### src/rtl/npw_pkg.sv
package npw_pkg;
    typedef enum logic [3:0] {
        S_IDLE,
        S_POLL_CMD,
        S_POLL_RD,
        S_GAP,
        S_WREN,
        S_PROG_CMD,
        S_PROG_ADDR,
        S_PROG_DATA,
        S_DONE,
        S_ERR
    } npw_state_t;

    localparam logic [7:0] OP_PROGRAM = 8'h02;
    localparam logic [7:0] OP_STATUS  = 8'h05;
    localparam logic [7:0] OP_WREN    = 8'h06;
    localparam logic [7:0] OP_FILL    = 8'h00;
endpackage

### src/rtl/npw_byte_shifter.sv
// One SPI mode-0 byte: MSB first, MISO sampled on the rising edge,
// MOSI updated on the falling edge. CLK_DIV clk cycles per SCLK half period.
module npw_byte_shifter #(
    parameter int CLK_DIV = 2
) (
    input  logic       clk,
    input  logic       rst_n,
    input  logic       go,
    input  logic [7:0] tx_byte,
    input  logic       miso,
    output logic       sclk,
    output logic       mosi,
    output logic       active,
    output logic       fin,
    output logic [7:0] rx_byte
);
    localparam int DIV_W = (CLK_DIV > 1) ? $clog2(CLK_DIV) : 1;
    localparam logic [DIV_W-1:0] DIV_LAST = DIV_W'(CLK_DIV - 1);

    logic [DIV_W-1:0] div_q;
    logic [2:0]       bit_q;
    logic [7:0]       sh_q;

    always_ff @(posedge clk or negedge rst_n) begin
        if (!rst_n) begin
            div_q   <= '0;
            bit_q   <= '0;
            sh_q    <= '0;
            sclk    <= 1'b0;
            mosi    <= 1'b0;
            active  <= 1'b0;
            fin     <= 1'b0;
            rx_byte <= '0;
        end else begin
            fin <= 1'b0;
            if (go && !active) begin
                active <= 1'b1;
                sh_q   <= tx_byte;
                mosi   <= tx_byte[7];
                sclk   <= 1'b0;
                div_q  <= '0;
                bit_q  <= '0;
            end else if (active) begin
                if (div_q == DIV_LAST) begin
                    div_q <= '0;
                    if (!sclk) begin
                        sclk    <= 1'b1;
                        rx_byte <= {rx_byte[6:0], miso};
                    end else begin
                        sclk <= 1'b0;
                        if (bit_q == 3'd7) begin
                            active <= 1'b0;
                            fin    <= 1'b1;
                        end else begin
                            bit_q <= bit_q + 3'd1;
                            sh_q  <= {sh_q[6:0], 1'b0};
                            mosi  <= sh_q[6];
                        end
                    end
                end else begin
                    div_q <= div_q + DIV_W'(1);
                end
            end
        end
    end
endmodule

### src/rtl/npw_burst_planner.sv
// Size of the next program burst: bytes left in the current page, clipped
// to the bytes left in the request.
module npw_burst_planner #(
    parameter int ADDR_W     = 24,
    parameter int LEN_W      = 16,
    parameter int PAGE_BYTES = 256
) (
    input  logic [ADDR_W-1:0] addr,
    input  logic [LEN_W-1:0]  remain,
    output logic [LEN_W-1:0]  chunk
);
    localparam int PAGE_W = $clog2(PAGE_BYTES);

    logic [LEN_W-1:0] room;

    always_comb begin
        room  = LEN_W'(PAGE_BYTES) - LEN_W'(addr[PAGE_W-1:0]);
        chunk = (remain < room) ? remain : room;
    end
endmodule

### src/rtl/nor_page_writer.sv
module nor_page_writer #(
    parameter int ADDR_W     = 24,
    parameter int LEN_W      = 16,
    parameter int DELAY_W    = 16,
    parameter int CLK_DIV    = 2,
    parameter int PAGE_BYTES = 256,
    parameter int POLL_LIMIT = 16
) (
    input  logic               clk,
    input  logic               rst_n,
    input  logic               start,
    input  logic [ADDR_W-1:0]  start_addr,
    input  logic [LEN_W-1:0]   xfer_len,
    input  logic [DELAY_W-1:0] poll_gap,
    input  logic [7:0]         wr_data,
    input  logic               wr_valid,
    output logic               wr_ready,
    output logic               spi_cs_n,
    output logic               spi_sclk,
    output logic               spi_mosi,
    input  logic               spi_miso,
    output logic               busy,
    output logic               done,
    output logic               error
);
    import npw_pkg::*;

    localparam int GAP_CYC = 4 * CLK_DIV;
    localparam int GAP_W   = DELAY_W + 1;
    localparam int POLL_W  = $clog2(POLL_LIMIT + 1);
    localparam int NADDR   = ADDR_W / 8;

    npw_state_t st_q, st_d, gap_tgt_q;

    logic [ADDR_W-1:0] addr_q;
    logic [LEN_W-1:0]  remain_q, chunk_q, left_q, plan_chunk;
    logic [GAP_W-1:0]  gap_q;
    logic [POLL_W-1:0] poll_q;
    logic [1:0]        aidx_q;
    logic              launched_q;

    logic       eng_go, eng_act, eng_fin;
    logic [7:0] eng_tx, eng_rx;
    logic       in_frame, stat_busy, poll_over, last_byte, last_burst;

    npw_burst_planner #(
        .ADDR_W(ADDR_W), .LEN_W(LEN_W), .PAGE_BYTES(PAGE_BYTES)
    ) planner_i (
        .addr(addr_q), .remain(remain_q), .chunk(plan_chunk)
    );

    npw_byte_shifter #(.CLK_DIV(CLK_DIV)) shifter_i (
        .clk(clk), .rst_n(rst_n), .go(eng_go), .tx_byte(eng_tx),
        .miso(spi_miso), .sclk(spi_sclk), .mosi(spi_mosi),
        .active(eng_act), .fin(eng_fin), .rx_byte(eng_rx)
    );

    assign stat_busy  = eng_rx[0];
    assign poll_over  = (poll_q == POLL_W'(POLL_LIMIT - 1));
    assign last_byte  = (left_q == LEN_W'(1));
    assign last_burst = (remain_q == chunk_q);

    // Byte launch and frame-level outputs
    always_comb begin
        in_frame = (st_q == S_POLL_CMD) || (st_q == S_POLL_RD) ||
                   (st_q == S_WREN) || (st_q == S_PROG_CMD) ||
                   (st_q == S_PROG_ADDR) || (st_q == S_PROG_DATA);
        wr_ready = (st_q == S_PROG_DATA) && !launched_q && !eng_act;
        eng_go   = in_frame && !launched_q && !eng_act &&
                   ((st_q != S_PROG_DATA) || wr_valid);
        unique case (st_q)
            S_POLL_CMD:  eng_tx = OP_STATUS;
            S_WREN:      eng_tx = OP_WREN;
            S_PROG_CMD:  eng_tx = OP_PROGRAM;
            S_PROG_ADDR: eng_tx = addr_q[ADDR_W-1 - 8*aidx_q -: 8];
            S_PROG_DATA: eng_tx = wr_data;
            default:     eng_tx = OP_FILL;
        endcase
        spi_cs_n = !in_frame;
        busy     = (st_q != S_IDLE);
        done     = (st_q == S_DONE);
        error    = (st_q == S_ERR);
    end

    // Next state
    always_comb begin
        st_d = st_q;
        unique case (st_q)
            S_IDLE:      if (start) st_d = (xfer_len == '0) ? S_DONE : S_POLL_CMD;
            S_POLL_CMD:  if (eng_fin) st_d = S_POLL_RD;
            S_POLL_RD:   if (eng_fin) st_d = (stat_busy && poll_over) ? S_ERR : S_GAP;
            S_GAP:       if (gap_q == '0) st_d = gap_tgt_q;
            S_WREN:      if (eng_fin) st_d = S_GAP;
            S_PROG_CMD:  if (eng_fin) st_d = S_PROG_ADDR;
            S_PROG_ADDR: if (eng_fin && aidx_q == 2'(NADDR - 1)) st_d = S_PROG_DATA;
            S_PROG_DATA: if (eng_fin && last_byte) st_d = S_GAP;
            S_DONE:      st_d = S_IDLE;
            S_ERR:       st_d = S_IDLE;
            default:     st_d = S_IDLE;
        endcase
    end

    always_ff @(posedge clk or negedge rst_n) begin
        if (!rst_n) st_q <= S_IDLE;
        else        st_q <= st_d;
    end

    // Datapath registers
    always_ff @(posedge clk or negedge rst_n) begin
        if (!rst_n) begin
            gap_tgt_q  <= S_IDLE;
            addr_q     <= '0;
            remain_q   <= '0;
            chunk_q    <= '0;
            left_q     <= '0;
            gap_q      <= '0;
            poll_q     <= '0;
            aidx_q     <= '0;
            launched_q <= 1'b0;
        end else begin
            if (eng_go)       launched_q <= 1'b1;
            else if (eng_fin) launched_q <= 1'b0;
            unique case (st_q)
                S_IDLE: if (start) begin
                    addr_q   <= start_addr;
                    remain_q <= xfer_len;
                    poll_q   <= '0;
                end
                S_POLL_RD: if (eng_fin) begin
                    if (stat_busy) begin
                        poll_q    <= poll_q + POLL_W'(1);
                        gap_q     <= GAP_W'(GAP_CYC - 1) + GAP_W'(poll_gap);
                        gap_tgt_q <= S_POLL_CMD;
                    end else begin
                        gap_q     <= GAP_W'(GAP_CYC - 1);
                        gap_tgt_q <= S_WREN;
                    end
                end
                S_GAP: if (gap_q != '0) gap_q <= gap_q - GAP_W'(1);
                S_WREN: if (eng_fin) begin
                    gap_q     <= GAP_W'(GAP_CYC - 1);
                    gap_tgt_q <= S_PROG_CMD;
                    chunk_q   <= plan_chunk;
                    left_q    <= plan_chunk;
                    aidx_q    <= '0;
                end
                S_PROG_ADDR: if (eng_fin) aidx_q <= aidx_q + 2'd1;
                S_PROG_DATA: if (eng_fin) begin
                    left_q <= left_q - LEN_W'(1);
                    if (last_byte) begin
                        addr_q    <= addr_q + ADDR_W'(chunk_q);
                        remain_q  <= remain_q - chunk_q;
                        poll_q    <= '0;
                        gap_q     <= GAP_W'(GAP_CYC - 1);
                        gap_tgt_q <= last_burst ? S_DONE : S_POLL_CMD;
                    end
                end
                default: ;
            endcase
        end
    end
endmodule

### config.mk
export PLATFORM = sky130hd
export DESIGN_NAME = nor_page_writer
export DESIGN_NICKNAME = d
export VERILOG_FILES = /design/src/rtl/npw_pkg.sv /design/src/rtl/npw_byte_shifter.sv /design/src/rtl/npw_burst_planner.sv /design/src/rtl/nor_page_writer.sv
export SDC_FILE = /design/constraint.sdc
export NUM_CORES = 1
export LEC_CHECK = 0
export CORE_UTILIZATION = 43
export DETAILED_ROUTE_END_ITERATION = 8
export PLACE_DENSITY_LB_ADDON = 0.15
export SYNTH_ARGS = -nofsm -noshare
export SYNTH_HDL_FRONTEND = slang
export SYNTH_SLANG_ARGS = --single-unit
### constraint.sdc
create_clock -name clk -period 6.25 [get_ports clk]
set_clock_uncertainty 0.15 [all_clocks]
set_input_delay 1.5625 -clock clk [delete_from_list [all_inputs] [get_ports clk]]
set_output_delay 1.5625 -clock clk [all_outputs]
set_load 0.1 [all_outputs]
Yosys cells after proc, flatten, opt, wreduce, memory -nomap -nowiden
Index checks and enable logic that the tools add are counted.
{"block": "word_totals", "mem_bits_ro": 0, "ramBits": 0, "latch_bits": 0, "regBits": 121, "out_inout_bits": 7, "n_memories": 0}
{"block": "classes", "shift": 1, "n_reduce_logical": 44, "order_cmp": 1, "n_addsub": 11, "mul": 0, "bitwise": 2, "muxes": 81, "n_eq_ne": 29, "div": 0}
{"cell": "17-bit two-way mux", "n": 6}
{"cell": "16-bit two-way mux", "n": 6}
{"cell": "24-bit two-way mux", "n": 3}
{"cell": "17-bit case mux with 4 select lines", "n": 1}
{"cell": "16-bit case mux with 2 select lines", "n": 2}
{"cell": "4-bit two-way mux", "n": 15}
{"cell": "24-bit case mux with 2 select lines", "n": 1}
{"cell": "8-bit case mux with 5 select lines", "n": 1}
{"cell": "7-bit two-way mux", "n": 5}
{"cell": "31-bit by 33-bit indexed part select with 8-bit output", "n": 1}
{"cell": "4-bit case mux with 8 select lines", "n": 1}
{"cell": "5-bit two-way mux", "n": 5}
{"cell": "24-bit by 16-bit adder with 24-bit output", "n": 1}
{"cell": "1-bit two-way mux", "n": 24}
{"cell": "2-bit by 1-bit != test with 1-bit output, second input constant", "n": 10}
{"cell": "3-bit two-way mux", "n": 6}
{"cell": "3-bit by 16-bit adder with 17-bit output, first input constant", "n": 1}
{"cell": "17-bit logical NOT", "n": 1}
{"cell": "17-bit nonzero test", "n": 1}
{"cell": "17-bit by 1-bit subtractor with 17-bit output, second input constant", "n": 1}
{"cell": "16-bit by 1-bit == test with 1-bit output, second input constant", "n": 1}
{"cell": "16-bit == test", "n": 1}
{"cell": "4-bit by 3-bit == test with 1-bit output, second input constant", "n": 4}
{"cell": "16-bit logical NOT", "n": 1}
{"cell": "35 further kinds", "n": 70}

Logic depth before layout (Yosys ltp)
{"block": "depth", "ltp_word": 12, "ltp_mapped": 13}

Modules after synthesis
Synthesis repeated with hierarchy kept, for this count alone.
{"block": "unflattened", "cells_unflattened": 1071, "hier_area_um2": 9029.9}
{"module": "nor_page_writer", "n_inst": 1, "cells_each": 928, "area_per_inst_um2": 7524.7}
{"module": "npw_byte_shifter", "n_inst": 1, "cells_each": 77, "area_per_inst_um2": 997.2}
{"module": "npw_burst_planner", "n_inst": 1, "cells_each": 66, "area_per_inst_um2": 508.0}

Least setup slack after synthesis
OpenSTA, ideal clock, no wires.
{"block": "synth_path", "path_type": "reg-to-output", "startpoint": "register st_q[3]", "endpoint": "output port error", "t_arrival_ns": 3.747, "path_buffers": 1, "slack_ns": 0.790, "stages_incl_launch_ff": 4, "t_required_ns": 4.537, "cell_sequence": "dfrtp_1 > buf_1 > inv_1 > nor4_1"}
{"block": "synth_via", "elab_chain_len": 1}
{"item": "from (decl)", "line_no": "nor_page_writer.sv:33", "source": "npw_state_t st_q, st_d, gap_tgt_q;"}
{"item": "from (signal assigned)", "line_no": "nor_page_writer.sv:105", "source": "else st_q <= st_d;"}
{"item": "4-bit == test", "line_no": "nor_page_writer.sv:82", "source": "error = (st_q == S_ERR);"}
{"item": "to (decl)", "line_no": "nor_page_writer.sv:24", "source": "output logic error"}
Every way passes these cells.

Worst setup path in the final report
{"block": "layout_path", "startpoint": "register st_q[0]", "endpoint": "output port error"}
The elaborated chain is that of the path after synthesis.

==> qor.yml <==
cts_resized: 0
post_cts_buffers: 0
grt_usage_pct: 24.1
holdBufCountCts: 0
synth_fp_nets: 1157
clockBufferDepth: 2
post_drt_wl_per_cell_um: 17.5
crit_path_end_kind: "output port"
finalHoldViolations: 0
min_path_cells: 2
hold_end: "poll_q[4]$_DFFE_PN0P_"
die_w_um: 144
yosysUniqueCellTypes: 74
setup_viol: 0
reg2reg_depth: 9
synth_edf_count: 0
final_nets: 1210
gp_congestion: 0.898
fp-row-count: 51
post-route-cell-area_mm2: 0.0103
synthCells: 1036
status: "complete, no violations"
io_pins: 76
initial_core_util_pct: 44.3
final.min_clock_period_ps: 4850
synth_area_leader_cell: "dfrtp_1"
die_area_mm2: 0.0208
final_util_pct: 52.3
cts_tree: "yes"
cts.sinks: 120
num_vias: 7913
ir_drop_mv: 0.242
path_clk_slew_ps: 60
netlist_area_mm2: 0.00870
path_class: "flip-flop to output port"
final_common_cell: "dfrtp_1"
reg2reg_slack_ps: 2560
final_antenna_net_count: 0
drive_above_1_share_pct: 6.44
drc: 0
initialDrtViolationCount: 421
synth-seq-cells: 120
port_buffers: 75
ys.flop_type: "dfrtp_1"
crit_required_ps: 4540
critPathLaunchType: "flip-flop"
max_freq_mhz: 206
relSlewSlack_pct: 33.5
setup-tns-final_ps: 0
grt_pass1_wl_um: 38300
p_per_area_mw_per_mm2: 501
synth_top_area_share_pct: 34.5
maxCapViolCount: 0
drt_first_pass_iters: 5
num_antenna_cells: 0
layout_common_cells: "dfrtp_1 (120), nand2_1 (102), nor2_1 (97), o21ai_0 (79), clkdlybuf4s50_1 (74)"
cts-root-buf: "clkbuf_16"
antenna_found_initial: 0
area_growth_syn_to_layout_pct: 18.0
worstHoldPathType: "flip-flop to flip-flop"
rsz0062_at_grt: "false"
grt_max_degree: 64
grt_pass1_vias: 7420
nFillCells: 1876
p_leak_nw: 4.52
numCtsBuffers: 17
htreeDepth: 4
worst_pin_slew_ps: 991
dieHeight_um: 144
holdWs_ps: 333
async_flop_share_pct: 100
hpwl_um: 16800
fin_crit_sh_pct: 77.5
dpl_cell_area_mm2: 0.00965
via_per_inst: 5.79
yosysWarningCount: 0
worst_ep_arrival_time_ps: 3130
overflow: 0
clk_latency_ps: 440
drt-total-wl_um: 23900
syn_area_per_cell_um2: 8.40
core-area_mm2: 0.0197
maxSlewViolCount: 0
ys_seq_area_share_pct: 34.5
r2r_start: "st_q[0]$_DFFE_PN0P_"
hold_start: "poll_q[4]$_DFFE_PN0P_"
synth_area_leaders: "dfrtp_1 (35%), ha_1 (7.2%), o21ai_0 (4.5%)"
r2r-end: "addr_q[21]$_DFFE_PN0P_"
cp_max_fo: 20
total_power_mw: 5.14
-- per-stage QoR --
step	instances	setup WS, ps
final	1367	1400
after global routing	1367	1240
after CTS	1367	1440
after detailed placement	1335	1880
after global placement	1335	1900
after floorplan	1036	790
-- cell usage after synthesis, types with 5 or more instances --
| master | count |
|---|---|
| a211o_1 | 8 |
| a211oi_1 | 15 |
| a21o_1 | 23 |
| a21oi_1 | 59 |
| a22o_1 | 6 |
| a22oi_1 | 10 |
| a31oi_1 | 17 |
| a32oi_1 | 5 |
| and2_1 | 12 |
| and3_1 | 21 |
| buf_2 | 14 |
| clkbuf_1 | 37 |
| dfrtp_1 | 120 |
| ha_1 | 50 |
| inv_1 | 41 |
| mux2i_1 | 22 |
| nand2_1 | 103 |
| nand2b_1 | 9 |
| nand3_1 | 39 |
| nand4_1 | 14 |
| nor2_1 | 97 |
| nor2b_1 | 10 |
| nor3_1 | 38 |
| nor4_1 | 11 |
| o211ai_1 | 6 |
| o21a_1 | 15 |
| o21ai_0 | 79 |
| o22ai_1 | 12 |
| o31ai_1 | 5 |
| or2_2 | 5 |
| or3_1 | 8 |
| xnor2_1 | 28 |
| xor2_1 | 18 |
-- critical path, cell delays in order (launching register included) --
cell and delay (ps):
dfrtp_1 730, clkinv_1 420, nor4_1 370, clkdlybuf4s50_1 1180
-- per-layer routing --
metal / up-vias / part of all wire [%] / global-route usage (%) / wire length [µm]
met5: - / 0 / 0 / 0
met4: 0 / 1.7 / 6.98 / 408
met3: 27 / 5.1 / 4.90 / 1230
met2: 188 / 46 / 38.4 / 11100
met1: 3773 / 47 / 32.8 / 11200
li1: 3925 / - / - / -
-- power breakdown --
part           total (mW)  switching, mW  internal, mW  leakage, nW
logic                2.63           1.56          1.07         2.69
clock network        1.06          0.381         0.674        0.302
registers            1.45          0.388          1.07         1.52
total                5.14           2.33          2.81         4.52
-- flip-flops by register name, summed over array words and instances, names as in the netlist --
register	flops
shifter_i.sh_q	7
shifter_i.mosi	1
poll_q	5
st_q	4
shifter_i.bit_q	3
remain_q	16
gap_tgt_q	3
shifter_i.rx_byte	1
shifter_i.div_q	1
shifter_i.active	1
shifter_i.sclk	1
chunk_q	16
aidx_q	2
addr_q	24
left_q	16
launched_q	1
shifter_i.fin	1
gap_q	17
-- layout make-up --
class                           count  area, µm²  share of cell area (%)
Multi-Input combinational cell    821       5320                    51.8
Sequential cell                   120       3000                    29.2
Timing Repair Buffer               87        838                    8.16
Clock buffer                       19        443                    4.31
Tap cell                          265        332                    3.23
Clock inverter                     13        178                    1.73
Inverter                           42        158                    1.54
-- worst max-delay path by stage --
stage,end,startpoint,slack [ps]
after CTS,error,st_q[0]$_DFFE_PN0P_,1440
final,error,st_q[0]$_DFFE_PN0P_,1400
after floorplan,error,st_q[3]$_DFFE_PN0P_,790
after global placement,error,st_q[0]$_DFFE_PN0P_,1900
after detailed placement,error,st_q[0]$_DFFE_PN0P_,1880
after global routing,error,st_q[0]$_DFFE_PN0P_,1240
-- logic make-up after synthesis --
logic type,Yosys count,share of synthesized area (%)
xor gates and xnor gates,46,4.63
adders and majority gates,52,7.65
muxes,24,2.79
DFF,120,34.5
AOI/OAI and AO/OA,307,23.6
and+or+nand+nor,392,22.4
buffers and inverters,95,4.39
Power figures use the tool's default switching activity.
